### config.mk
export PLATFORM = sky130hd
export DESIGN_NAME = port_status_reg
export DESIGN_NICKNAME = d
export VERILOG_FILES = /design/src/rtl/psc_pkg.sv /design/src/rtl/psc_edge_detect.sv /design/src/rtl/psc_reset_timer.sv /design/src/rtl/psc_change_flags.sv /design/src/rtl/port_status_reg.sv
export SDC_FILE = /design/constraint.sdc
export NUM_CORES = 1
export LEC_CHECK = 0
export ABC_AREA = 1
export CAP_MARGIN = 25
export CORE_MARGIN = 3
export CORE_UTILIZATION = 30
export DETAILED_ROUTE_END_ITERATION = 10
export GPL_ROUTABILITY_DRIVEN = 0
export PLACE_DENSITY = 0.77
export SKIP_CTS_REPAIR_TIMING = 1
export SYNTH_ARGS = -nofsm -noshare
export SYNTH_HDL_FRONTEND = slang
export SYNTH_SLANG_ARGS = --single-unit
### constraint.sdc
create_clock -name clk -period 1.6 [get_ports clk]
set_input_delay 0.24 -clock clk [delete_from_list [all_inputs] [get_ports clk]]
set_output_delay 0.24 -clock clk [all_outputs]
set_load 0.05 [all_outputs]
### src/rtl/psc_pkg.sv
package psc_pkg;
    // register bit positions
    localparam int B_CONN   = 0;
    localparam int B_EN     = 1;
    localparam int B_OC     = 3;
    localparam int B_RST    = 4;
    localparam int B_LS_LO  = 5;
    localparam int B_PWR    = 9;
    localparam int B_SPD_LO = 10;
    localparam int B_IND_LO = 14;
    localparam int B_STROBE = 16;
    localparam int B_CSC    = 17;
    localparam int B_PEC    = 18;
    localparam int B_OCC    = 20;
    localparam int B_PRC    = 21;
    localparam int B_PLC    = 22;
    localparam int B_WAKE_LO = 25;

    localparam int LS_W   = 4;
    localparam int SPD_W  = 4;
    localparam int WAKE_W = 3;

    // change flag vector indices
    localparam int NFLAGS  = 5;
    localparam int F_CONN  = 0;
    localparam int F_EN    = 1;
    localparam int F_OC    = 2;
    localparam int F_RST   = 3;
    localparam int F_LINK  = 4;

    typedef enum logic [1:0] {
        IND_OFF   = 2'd0,
        IND_AMBER = 2'd1,
        IND_GREEN = 2'd2,
        IND_RSVD  = 2'd3
    } ind_e;

    typedef struct packed {
        logic              enable;
        logic              power;
        logic [LS_W-1:0]   link;
        logic [SPD_W-1:0]  speed;
        ind_e              ind;
        logic [WAKE_W-1:0] wake;
    } ctl_t;
endpackage

### src/rtl/psc_edge_detect.sv
module psc_edge_detect #(
    parameter int W = 2
) (
    input  logic         clk,
    input  logic         rst_n,
    input  logic [W-1:0] in_i,
    output logic [W-1:0] level_o,
    output logic [W-1:0] rise_o,
    output logic [W-1:0] fall_o
);
    logic [W-1:0] lvl_d, lvl_q;

    always_comb begin
        lvl_d  = in_i;
        rise_o = in_i & ~lvl_q;
        fall_o = ~in_i & lvl_q;
    end

    always_ff @(posedge clk or negedge rst_n) begin
        if (!rst_n) lvl_q <= '0;
        else        lvl_q <= lvl_d;
    end

    assign level_o = lvl_q;

    // the registered level tracks the input one clock later
    p_level_tracks_r2: assert property (@(posedge clk) disable iff (!rst_n)
        1'b1 |=> (lvl_q == $past(in_i)));
endmodule

### src/rtl/psc_reset_timer.sv
module psc_reset_timer #(
    parameter int CYCLES = 16
) (
    input  logic clk,
    input  logic rst_n,
    input  logic start_i,
    input  logic abort_i,
    output logic active_o,
    output logic done_o,
    output logic ended_o
);
    localparam int CW = $clog2(CYCLES + 1);

    typedef struct packed {
        logic          active;
        logic [CW-1:0] cnt;
    } tmr_t;

    tmr_t tmr_d, tmr_q;

    always_comb begin
        tmr_d   = tmr_q;
        done_o  = 1'b0;
        ended_o = 1'b0;
        if (tmr_q.active) begin
            if (abort_i) begin
                tmr_d.active = 1'b0;
                tmr_d.cnt    = '0;
                ended_o      = 1'b1;
            end else if (tmr_q.cnt == CW'(1)) begin
                tmr_d.active = 1'b0;
                tmr_d.cnt    = '0;
                done_o       = 1'b1;
                ended_o      = 1'b1;
            end else begin
                tmr_d.cnt = tmr_q.cnt - CW'(1);
            end
        end else if (start_i && !abort_i) begin
            tmr_d.active = 1'b1;
            tmr_d.cnt    = CW'(CYCLES);
        end
    end

    always_ff @(posedge clk or negedge rst_n) begin
        if (!rst_n) tmr_q <= '0;
        else        tmr_q <= tmr_d;
    end

    assign active_o = tmr_q.active;

    // while running, the count stays within 1..CYCLES
    p_cnt_bound_r5: assert property (@(posedge clk) disable iff (!rst_n)
        tmr_q.active |-> (tmr_q.cnt != '0 && tmr_q.cnt <= CW'(CYCLES)));
    // a fresh start loads the full length
    p_start_load_r5: assert property (@(posedge clk) disable iff (!rst_n)
        $rose(tmr_q.active) |-> (tmr_q.cnt == CW'(CYCLES)));
endmodule

### src/rtl/psc_change_flags.sv
module psc_change_flags #(
    parameter int N = 5
) (
    input  logic         clk,
    input  logic         rst_n,
    input  logic [N-1:0] set_i,
    input  logic [N-1:0] clr_i,
    output logic [N-1:0] flags_o,
    output logic         pulse_o
);
    typedef struct packed {
        logic [N-1:0] flags;
        logic         pulse;
    } fl_t;

    fl_t fl_d, fl_q;

    for (genvar i = 0; i < N; i++) begin : g_flag
        // hardware set has priority over a write-1 clear
        assign fl_d.flags[i] = set_i[i] | (fl_q.flags[i] & ~clr_i[i]);

        // a flag only falls after a write-1 to it
        p_clear_only_w1c_r4: assert property (@(posedge clk) disable iff (!rst_n)
            $fell(fl_q.flags[i]) |-> $past(clr_i[i]));
    end

    always_comb begin
        fl_d.pulse = |(fl_d.flags & ~fl_q.flags);
    end

    always_ff @(posedge clk or negedge rst_n) begin
        if (!rst_n) fl_q <= '0;
        else        fl_q <= fl_d;
    end

    assign flags_o = fl_q.flags;
    assign pulse_o = fl_q.pulse;

    // a pulse coincides with at least one flag newly set
    p_pulse_on_rise_r12: assert property (@(posedge clk) disable iff (!rst_n)
        fl_q.pulse |-> ((fl_q.flags & ~$past(fl_q.flags)) != '0));
endmodule

### src/rtl/port_status_reg.sv
module port_status_reg
    import psc_pkg::*;
#(
    parameter int RESET_CYCLES = 16
) (
    input  logic        clk,
    input  logic        rst_n,
    input  logic        wr_en_i,
    input  logic [31:0] wr_data_i,
    output logic [31:0] rd_data_o,
    input  logic        phy_connect_i,
    input  logic        phy_overcurrent_i,
    input  logic [3:0]  phy_speed_i,
    input  logic        link_evt_i,
    input  logic [3:0]  link_evt_state_i,
    output logic        port_change_o
);
    localparam int IDX_CONN = 0;
    localparam int IDX_OC   = 1;

    ctl_t ctl_d, ctl_q;

    logic [1:0] lvl, rise, fall;
    logic       conn_fall;
    logic       rst_active, rst_done, rst_ended, rst_start;
    logic [NFLAGS-1:0] flag_set, flag_clr, flags;
    ind_e       wr_ind;

    psc_edge_detect #(.W(2)) u_edge (
        .clk     (clk),
        .rst_n   (rst_n),
        .in_i    ({phy_overcurrent_i, phy_connect_i}),
        .level_o (lvl),
        .rise_o  (rise),
        .fall_o  (fall)
    );

    assign conn_fall = fall[IDX_CONN];

    assign rst_start = wr_en_i && wr_data_i[B_RST] && lvl[IDX_CONN] && ctl_q.power;

    psc_reset_timer #(.CYCLES(RESET_CYCLES)) u_timer (
        .clk      (clk),
        .rst_n    (rst_n),
        .start_i  (rst_start),
        .abort_i  (conn_fall),
        .active_o (rst_active),
        .done_o   (rst_done),
        .ended_o  (rst_ended)
    );

    always_comb begin
        flag_set          = '0;
        flag_set[F_CONN]  = rise[IDX_CONN] | fall[IDX_CONN];
        flag_set[F_EN]    = conn_fall;
        flag_set[F_OC]    = rise[IDX_OC] | fall[IDX_OC];
        flag_set[F_RST]   = rst_ended;
        flag_set[F_LINK]  = link_evt_i;

        flag_clr          = '0;
        if (wr_en_i) begin
            flag_clr[F_CONN] = wr_data_i[B_CSC];
            flag_clr[F_EN]   = wr_data_i[B_PEC];
            flag_clr[F_OC]   = wr_data_i[B_OCC];
            flag_clr[F_RST]  = wr_data_i[B_PRC];
            flag_clr[F_LINK] = wr_data_i[B_PLC];
        end
    end

    psc_change_flags #(.N(NFLAGS)) u_flags (
        .clk     (clk),
        .rst_n   (rst_n),
        .set_i   (flag_set),
        .clr_i   (flag_clr),
        .flags_o (flags),
        .pulse_o (port_change_o)
    );

    assign wr_ind = ind_e'(wr_data_i[B_IND_LO +: 2]);

    always_comb begin
        ctl_d = ctl_q;
        // software-owned fields
        if (wr_en_i) begin
            ctl_d.power = wr_data_i[B_PWR];
            ctl_d.wake  = wr_data_i[B_WAKE_LO +: WAKE_W];
            if (wr_ind != IND_RSVD)
                ctl_d.ind = wr_ind;
            if (wr_data_i[B_STROBE])
                ctl_d.link = wr_data_i[B_LS_LO +: LS_W];
        end
        // hardware events override software
        if (link_evt_i)
            ctl_d.link = link_evt_state_i;
        if (rst_done) begin
            ctl_d.enable = 1'b1;
            ctl_d.speed  = phy_speed_i;
        end
        if (conn_fall) begin
            ctl_d.enable = 1'b0;
            ctl_d.speed  = '0;
        end
    end

    always_ff @(posedge clk or negedge rst_n) begin
        if (!rst_n) ctl_q <= '{enable: 1'b0, power: 1'b0, link: '0, speed: '0,
                               ind: IND_OFF, wake: '0};
        else        ctl_q <= ctl_d;
    end

    always_comb begin
        rd_data_o                          = '0;
        rd_data_o[B_CONN]                  = lvl[IDX_CONN];
        rd_data_o[B_EN]                    = ctl_q.enable;
        rd_data_o[B_OC]                    = lvl[IDX_OC];
        rd_data_o[B_RST]                   = rst_active;
        rd_data_o[B_LS_LO +: LS_W]         = ctl_q.link;
        rd_data_o[B_PWR]                   = ctl_q.power;
        rd_data_o[B_SPD_LO +: SPD_W]       = ctl_q.speed;
        rd_data_o[B_IND_LO +: 2]           = ctl_q.ind;
        rd_data_o[B_CSC]                   = flags[F_CONN];
        rd_data_o[B_PEC]                   = flags[F_EN];
        rd_data_o[B_OCC]                   = flags[F_OC];
        rd_data_o[B_PRC]                   = flags[F_RST];
        rd_data_o[B_PLC]                   = flags[F_LINK];
        rd_data_o[B_WAKE_LO +: WAKE_W]     = ctl_q.wake;
    end

    // a completed reset enables the port with the sampled speed
    p_done_enables_r5: assert property (@(posedge clk) disable iff (!rst_n)
        rst_done |=> (ctl_q.enable && ctl_q.speed == $past(phy_speed_i)));
    // the reset bit falling always raises the reset change flag
    p_rst_fall_flag_r5: assert property (@(posedge clk) disable iff (!rst_n)
        $fell(rst_active) |-> flags[F_RST]);
    // disconnect clears enable and speed and raises both change flags
    p_disc_clears_r7: assert property (@(posedge clk) disable iff (!rst_n)
        conn_fall |=> (!ctl_q.enable && ctl_q.speed == '0 &&
                       flags[F_CONN] && flags[F_EN] && !rst_active));
    // without strobe or event the link state holds
    p_link_hold_r8: assert property (@(posedge clk) disable iff (!rst_n)
        (!link_evt_i && !(wr_en_i && wr_data_i[B_STROBE])) |=> $stable(ctl_q.link));
    // the indicator never holds the reserved code
    p_ind_legal_r10: assert property (@(posedge clk) disable iff (!rst_n)
        ctl_q.ind != IND_RSVD);
endmodule

==> results.sh, run 1 <==
export IMPL_outcome="finished clean"
export IMPL_ant_nets=0
export IMPL_rsz0062_at_grt="false"
export IMPL_synthCells=165
export IMPL_drive_above_1_share_pct=22.0
export IMPL_setup_viol=0
export IMPL_dpl_cell_area_um2=1960
export IMPL_rows=24
export IMPL_min_path_type="input pin to asynchronous set/reset pin"
export IMPL_crit_path_end_kind="register"
export IMPL_core_area_um2=4440
export IMPL_final_hold_viol_count=0
export IMPL_synthFlopType="dfrtp_1"
export IMPL_critPathMaxFanout=6
export IMPL_rrSetupSlack_ns=0.27
export IMPL_ys_ff_latch=29
export IMPL_crit_type="input pin to register"
export IMPL_cp_arrival_ns=1.55
export IMPL_routed_wirelength_mm=3.08
export IMPL_yosysTopAreaCell="dfrtp_1"
export IMPL_avgSynthCellArea_um2=8.57
export IMPL_p_per_area_nw_per_um2=1180
export IMPL_crit_chain="clkdlybuf4s50_1, inv_1, ha_1, nor2_2, nand2_2, nand3_1, nand2_1, nor2_1"
export IMPL_cts_sinks=29
export IMPL_async_flop_share_pct=100
export IMPL_globalRouteTotalUtil_pct=12.3
export IMPL_cts_buffers=5
export IMPL_drc=0
export IMPL_viasPerCell=4.42
export IMPL_grt_pass1_wl_mm=5.17
export IMPL_path_clk_slew_ns=0.06
export IMPL_cts_root_buffer="clkbuf_8"
export IMPL_hpwl_mm=2.50
export IMPL_min_period_ns=1.34
export IMPL_ir_worst_vdd_uv=506
export IMPL_regToRegStartpoint="u_timer.tmr_q[1]$_DFFE_PN0P_"
export IMPL_gr_total_overflow=0
export IMPL_drt_pass1_iter_count=4
export IMPL_ys_seq_area_share_pct=51.3
export IMPL_fillers=425
export IMPL_clock_latency_ns=0.28
export IMPL_grt_max_degree=30
export IMPL_ys_warn_count=0
export IMPL_die_w_um=74.7
export IMPL_layout_cells_non_filler=279
export IMPL_slew_viol_final=0
export IMPL_placed_cells=273
export IMPL_critPathBufInv=2
export IMPL_yosysMostFrequentCell="nand2_1"
export IMPL_cts_max_path_buffers=2
export IMPL_max_freq_mhz=745
export IMPL_p_leak_nw=1.04
export IMPL_post_drt_wl_per_cell_um=11.1
export IMPL_maxCapViolCount=0
export IMPL_syn_cell_area_um2=1410
export IMPL_reg2reg_to="rd_data_o[10]$_DFFE_PN0P_"
export IMPL_crit_path_start_kind="input pin"
export IMPL_yosysTopAreaCellShare_pct=51.3
export IMPL_cp_required_ns=1.81
export IMPL_skew_ns=0.00605
export IMPL_antenna_found_initial=0
export IMPL_worstRegToRegCells=9
export IMPL_cp_top_family="buffers and inverters"
export IMPL_cts_tree="built"
export IMPL_htree_levels=2
export IMPL_synth_edf_count=0
export IMPL_synth_cell_type_count=24
export IMPL_max_stage_delay_ns=0.48
export IMPL_ios=79
export IMPL_area_growth_pct=43.8
export IMPL_io_buffers=54
export IMPL_fin_crit_sh_pct=83.9
export IMPL_vias=1233
export IMPL_initial_core_util_pct=31.8
export IMPL_n_antenna_cell=0
export IMPL_fin_nets=277
export IMPL_fin_hold_ws_ns=0.346
export IMPL_synth_commonest_cells="nand2_1, dfrtp_1, nand3_1, nor2_1"
export IMPL_cp_slowest_cell="clkdlybuf4s50_1"
export IMPL_die_h_um=74.7
export IMPL_initialDrtViolationCount=17
export IMPL_synth_area_leaders="dfrtp_1, nand2_1, nand3_1"
export IMPL_grt_pass1_vias=1177
export IMPL_die_area_um2=5570
export IMPL_final_cell_area_um2=2030
==> metal layers <==
metal / GRT usage (%) / wire length [um] / vias to the layer above
li1: - / - / 632
met1: 13.6 / 1210 / 557
met2: 21.0 / 1570 / 39
met3: 5.21 / 261 / 5
met4: 4.74 / 48 / 0
met5: 0 / 0 / -
==> per-stage QoR <==
| stage | utilization, % | setup WS [ns] | TNS (ns) | total power [mW] |
|---|---|---|---|---|
| 2_1_floorplan | - | 0.0956 | 0 | 1.61 |
| 3_3_place_gp | 44.1 | 0.00333 | 0 | 1.87 |
| 3_5_place_dp | 44.1 | -0.0361 | -0.132 | 1.88 |
| 4_1_cts | 45.7 | 0.251 | 0 | 2.43 |
| 5_1_grt | 45.7 | 0.0808 | 0 | 2.56 |
| 6_report | 45.7 | 0.258 | 0 | 2.39 |
==> where the power goes <==
part,total [mW],internal [mW],switching [mW]
sequential,0.955,0.852,0.103
combinational,0.907,0.333,0.574
clock,0.533,0.285,0.248
total,2.39,1.47,0.925
==> cell type report <==
| cell class | instances | area, um^2 | share of cell area [%] |
|---|---|---|---|
| Clock buffer | 5 | 68.8 | 3.38 |
| Clock inverter | 1 | 5.00 | 0.246 |
| Inverter | 15 | 56.3 | 2.77 |
| Multi-Input combinational cell | 118 | 582 | 28.6 |
| Sequential cell | 29 | 726 | 35.7 |
| Tap cell | 52 | 65.1 | 3.20 |
| Timing Repair Buffer | 59 | 531 | 26.1 |
==> flip-flops by register name, summed over array words and instances (netlist names) <==
register,cells
u_timer.tmr_q,5
u_timer.active_o,1
u_flags.pulse_o,1
rd_data_o,15
u_edge.level_o,2
u_flags.flags_o,5
==> worst max-delay path by stage <==
stage	startpoint	endpoint	slack (ns)	cells after the start
CTS	u_timer.tmr_q[1]$_DFFE_PN0P_	rd_data_o[11]$_DFFE_PN0P_	0.25	9
floorplan	u_edge.level_o[0]$_DFF_PN0_	u_timer.tmr_q[4]$_DFFE_PN0P_	0.1	6
global placement	phy_connect_i	u_timer.tmr_q[4]$_DFFE_PN0P_	0.003	8
global route	u_timer.tmr_q[1]$_DFFE_PN0P_	rd_data_o[13]$_DFFE_PN0P_	0.08	9
detailed placement	phy_connect_i	u_timer.tmr_q[4]$_DFFE_PN0P_	-0.04	8
finish	phy_connect_i	u_timer.tmr_q[4]$_DFFE_PN0P_	0.26	8
==> worst register-to-register path: cells and delay by family (launching register included) <==
kind,cells,cell delay (ns)
buffers and inverters,3,0.24
DFF,1,0.37
and+or+nand+nor,5,0.47
adders and majority gates,1,0.15
==> layout by cell type, fill, tap and decap left out, drive strengths merged <==
master,instances
a22oi,1
a31oi,4
buf,29
clkbuf,5
clkdlybuf4s50,30
clkinv,1
conb,9
dfrtp,29
ha,3
inv,15
nand2,58
nand3,16
nand3b,1
nand4,1
nor2,14
o211ai,1
o21ai,7
or2,1
xnor2,2
==> logic make-up (layout without fill, tap and decap cells) <==
family | count (synthesis) | count (layout) | share of synthesized area [%]
AND/OR/NAND/NOR | 91 | 91 | 29.3
flip-flops | 29 | 29 | 51.3
buffers and inverters | 26 | 80 | 9.65
AO/OA/AOI/OAI | 13 | 13 | 5.57
adder cells (fa/ha/maj) | 3 | 3 | 2.66
XOR/XNOR | 2 | 2 | 1.24
other | 1 | 9 | 0.265
Note: power is estimated with default switching activity, not from simulation.
==> inputs of run 2 (changes only) <==
==> constraint.sdc (replaced) <==
create_clock -name clk -period 1.3 [get_ports clk]
set_input_delay 0.195 -clock clk [delete_from_list [all_inputs] [get_ports clk]]
set_output_delay 0.195 -clock clk [all_outputs]
set_load 0.05 [all_outputs]
==> run 2 against run 1 <==
Total power grew 46%. Worst hold slack worse by 0.083 ns. Flip-flop and latch count unchanged. Register-to-register slack got worse by 0.23 ns. Sequential power up 28%. Combinational power grew 61%. Core utilization up 9.8 points. Design area is 21% higher. Highest routed layer unchanged.
==> results.sh, run 2 (same netlist as run 1, synthesis figures left out) <==
export IMPL_outcome="finished clean"
export IMPL_critPathMaxFanout=4
export IMPL_vias=1293
export IMPL_globalRouteTotalUtil_pct=13.7
export IMPL_largest_register_ffs=15
export IMPL_post_drt_wl_per_cell_um=12.0
export IMPL_grt_pass1_wl_mm=5.63
export IMPL_htree_levels=2
export IMPL_cts_root_buffer="clkbuf_8"
export IMPL_cpMostUsedCell="nand2_4"
export IMPL_antenna_found_initial=0
export IMPL_gr_total_overflow=0
export IMPL_grt_pass1_vias=1284
export IMPL_cts_buffers=5
export IMPL_drc=0
export IMPL_power_total_mw=3.49
export IMPL_fin_crit_sh_pct=96.6
export IMPL_seq_power_share_pct=34.8
export IMPL_cp_arrival_ns=1.43
export IMPL_ir_worst_vdd_uv=850
export IMPL_power_share_clock_pct=23.4
export IMPL_area_growth_pct=74.7
export IMPL_p_leak_nw=1.21
export IMPL_initialDrtViolationCount=57
export IMPL_fin_nets=285
export IMPL_cts_tree="built"
export IMPL_rows=24
export IMPL_crit_type="register to register"
export IMPL_dpl_cell_area_um2=2320
export IMPL_die_h_um=74.7
export IMPL_slew_viol_final=0
export IMPL_cts_sinks=29
export IMPL_p_sw_share_pct=37.2
export IMPL_placed_cells=278
export IMPL_final_cell_area_um2=2470
export IMPL_fillers=385
export IMPL_drive_above_1_share_pct=28.3
export IMPL_p_per_area_nw_per_um2=1410
export IMPL_cts_max_path_buffers=2
export IMPL_switchingPower_mw=1.30
export IMPL_dp_slack_ns=-0.228
export IMPL_cp_required_ns=1.48
export IMPL_min_period_ns=1.26
export IMPL_layout_cells_non_filler=289
export IMPL_drt_pass1_iter_count=4
export IMPL_max_stage_delay_ns=0.39
export IMPL_crit_path_end_kind="register"
export IMPL_io_buffers=54
export IMPL_final_cell_mix="nand2_1, clkdlybuf4s50_1, dfrtp_1"
export IMPL_ios=79
export IMPL_p_int_mw=2.19
export IMPL_die_area_um2=5570
export IMPL_path_clk_slew_ns=0.07
export IMPL_core_area_um2=4440
export IMPL_setup_viol=0
export IMPL_final_common_cell="nand2_1"
export IMPL_min_path_type="input pin to asynchronous set/reset pin"
export IMPL_fin_ws_ns=0.0442
export IMPL_final_hold_viol_count=0
export IMPL_ant_nets=0
export IMPL_skew_ns=0.00869
export IMPL_clock_latency_ns=0.29
export IMPL_n_antenna_cell=0
export IMPL_cp_slowest_cell="dfrtp_1"
export IMPL_viasPerCell=4.47
export IMPL_die_w_um=74.7
export IMPL_grt_max_degree=30
export IMPL_combinationalPowerShare_pct=41.7
export IMPL_hpwl_mm=2.73
export IMPL_initial_core_util_pct=31.8
export IMPL_maxCapViolCount=0
export IMPL_max_freq_mhz=796
export IMPL_crit_path_start_kind="register"
export IMPL_crit_chain="inv_2, ha_1, inv_1, nor2_2, nand2_4, buf_4, nand2_4, o21ai_1"
export IMPL_rsz0062_at_grt="true"
export IMPL_routed_wirelength_mm=3.47
==> run 2: changes by cell type in the layout (fill, tap and decap cells not counted), sizes merged <==
cell	previous run	this run
buf	29	37
clkbuf	5	7
==> run 2: worst paths after layout <==
check | slack, ns | start | depth (start not counted) | end
min reg2reg | 0.54 | rd_data_o[26]$_DFFE_PN0P_ | 2 | rd_data_o[26]$_DFFE_PN0P_
min | 0.26 | rst_n | 2 | u_timer.tmr_q[4]$_DFFE_PN0P_
max | 0.04 | u_timer.tmr_q[1]$_DFFE_PN0P_ | 8 | u_timer.tmr_q[3]$_DFFE_PN0P_
max in group asynchronous | 0.87 | rst_n | 2 | u_edge.level_o[0]$_DFF_PN0_
min in group clk | 0.39 | phy_connect_i | 1 | u_edge.level_o[0]$_DFF_PN0_
max reg2reg | 0.04 | u_timer.tmr_q[1]$_DFFE_PN0P_ | 8 | u_timer.tmr_q[3]$_DFFE_PN0P_
==> run 2: layout make-up <==
type / instances / area [um^2] / area share (%)
clock buffer: 7 / 96.3 / 3.90
tap: 52 / 65.1 / 2.63
sequential: 29 / 727 / 29.4
inverter: 15 / 58.8 / 2.38
multi-input combinational: 118 / 614 / 24.9
clock inverter: 1 / 5.00 / 0.203
timing repair buffer: 67 / 903 / 36.6
==> run 2: per-layer routing <==
metal / GRT usage (%) / routed length (um) / up-vias
li1: - / - / 649
met1: 15.1 / 1290 / 601
met2: 22.9 / 1840 / 40
met3: 7.08 / 314 / 3
met4: 4.74 / 32 / 0
met5: 0 / 0 / -
==> run 2: power by group through the flow <==
stage,registers (mW),logic (mW),clock network [mW]
3_5_place_dp,1.23,1.40,0
2_1_floorplan,1.42,0.564,0
4_1_cts,1.21,1.41,0.836
6_report,1.22,1.46,0.819
3_3_place_gp,1.22,1.35,0
5_1_grt,1.24,1.57,0.884
==> run 2: critical path: cells and delay by family, from the launching register on <==
kind,cells,cell delay (ns)
simple gates,3,0.30
fa+ha+maj,1,0.13
flops,1,0.39
buf+inv,3,0.25
compound gates,1,0.07
==> run 2: through the flow <==
stage                     util, %  TNS, ns  hold slack, ns
after floorplan                 -        0          -0.101
after global placement       52.3    -1.50           0.507
after detailed placement     52.3    -1.70           0.524
after CTS                    54.6   -0.119           0.265
after global routing         55.6  -0.0487           0.274
final                        55.6        0           0.263
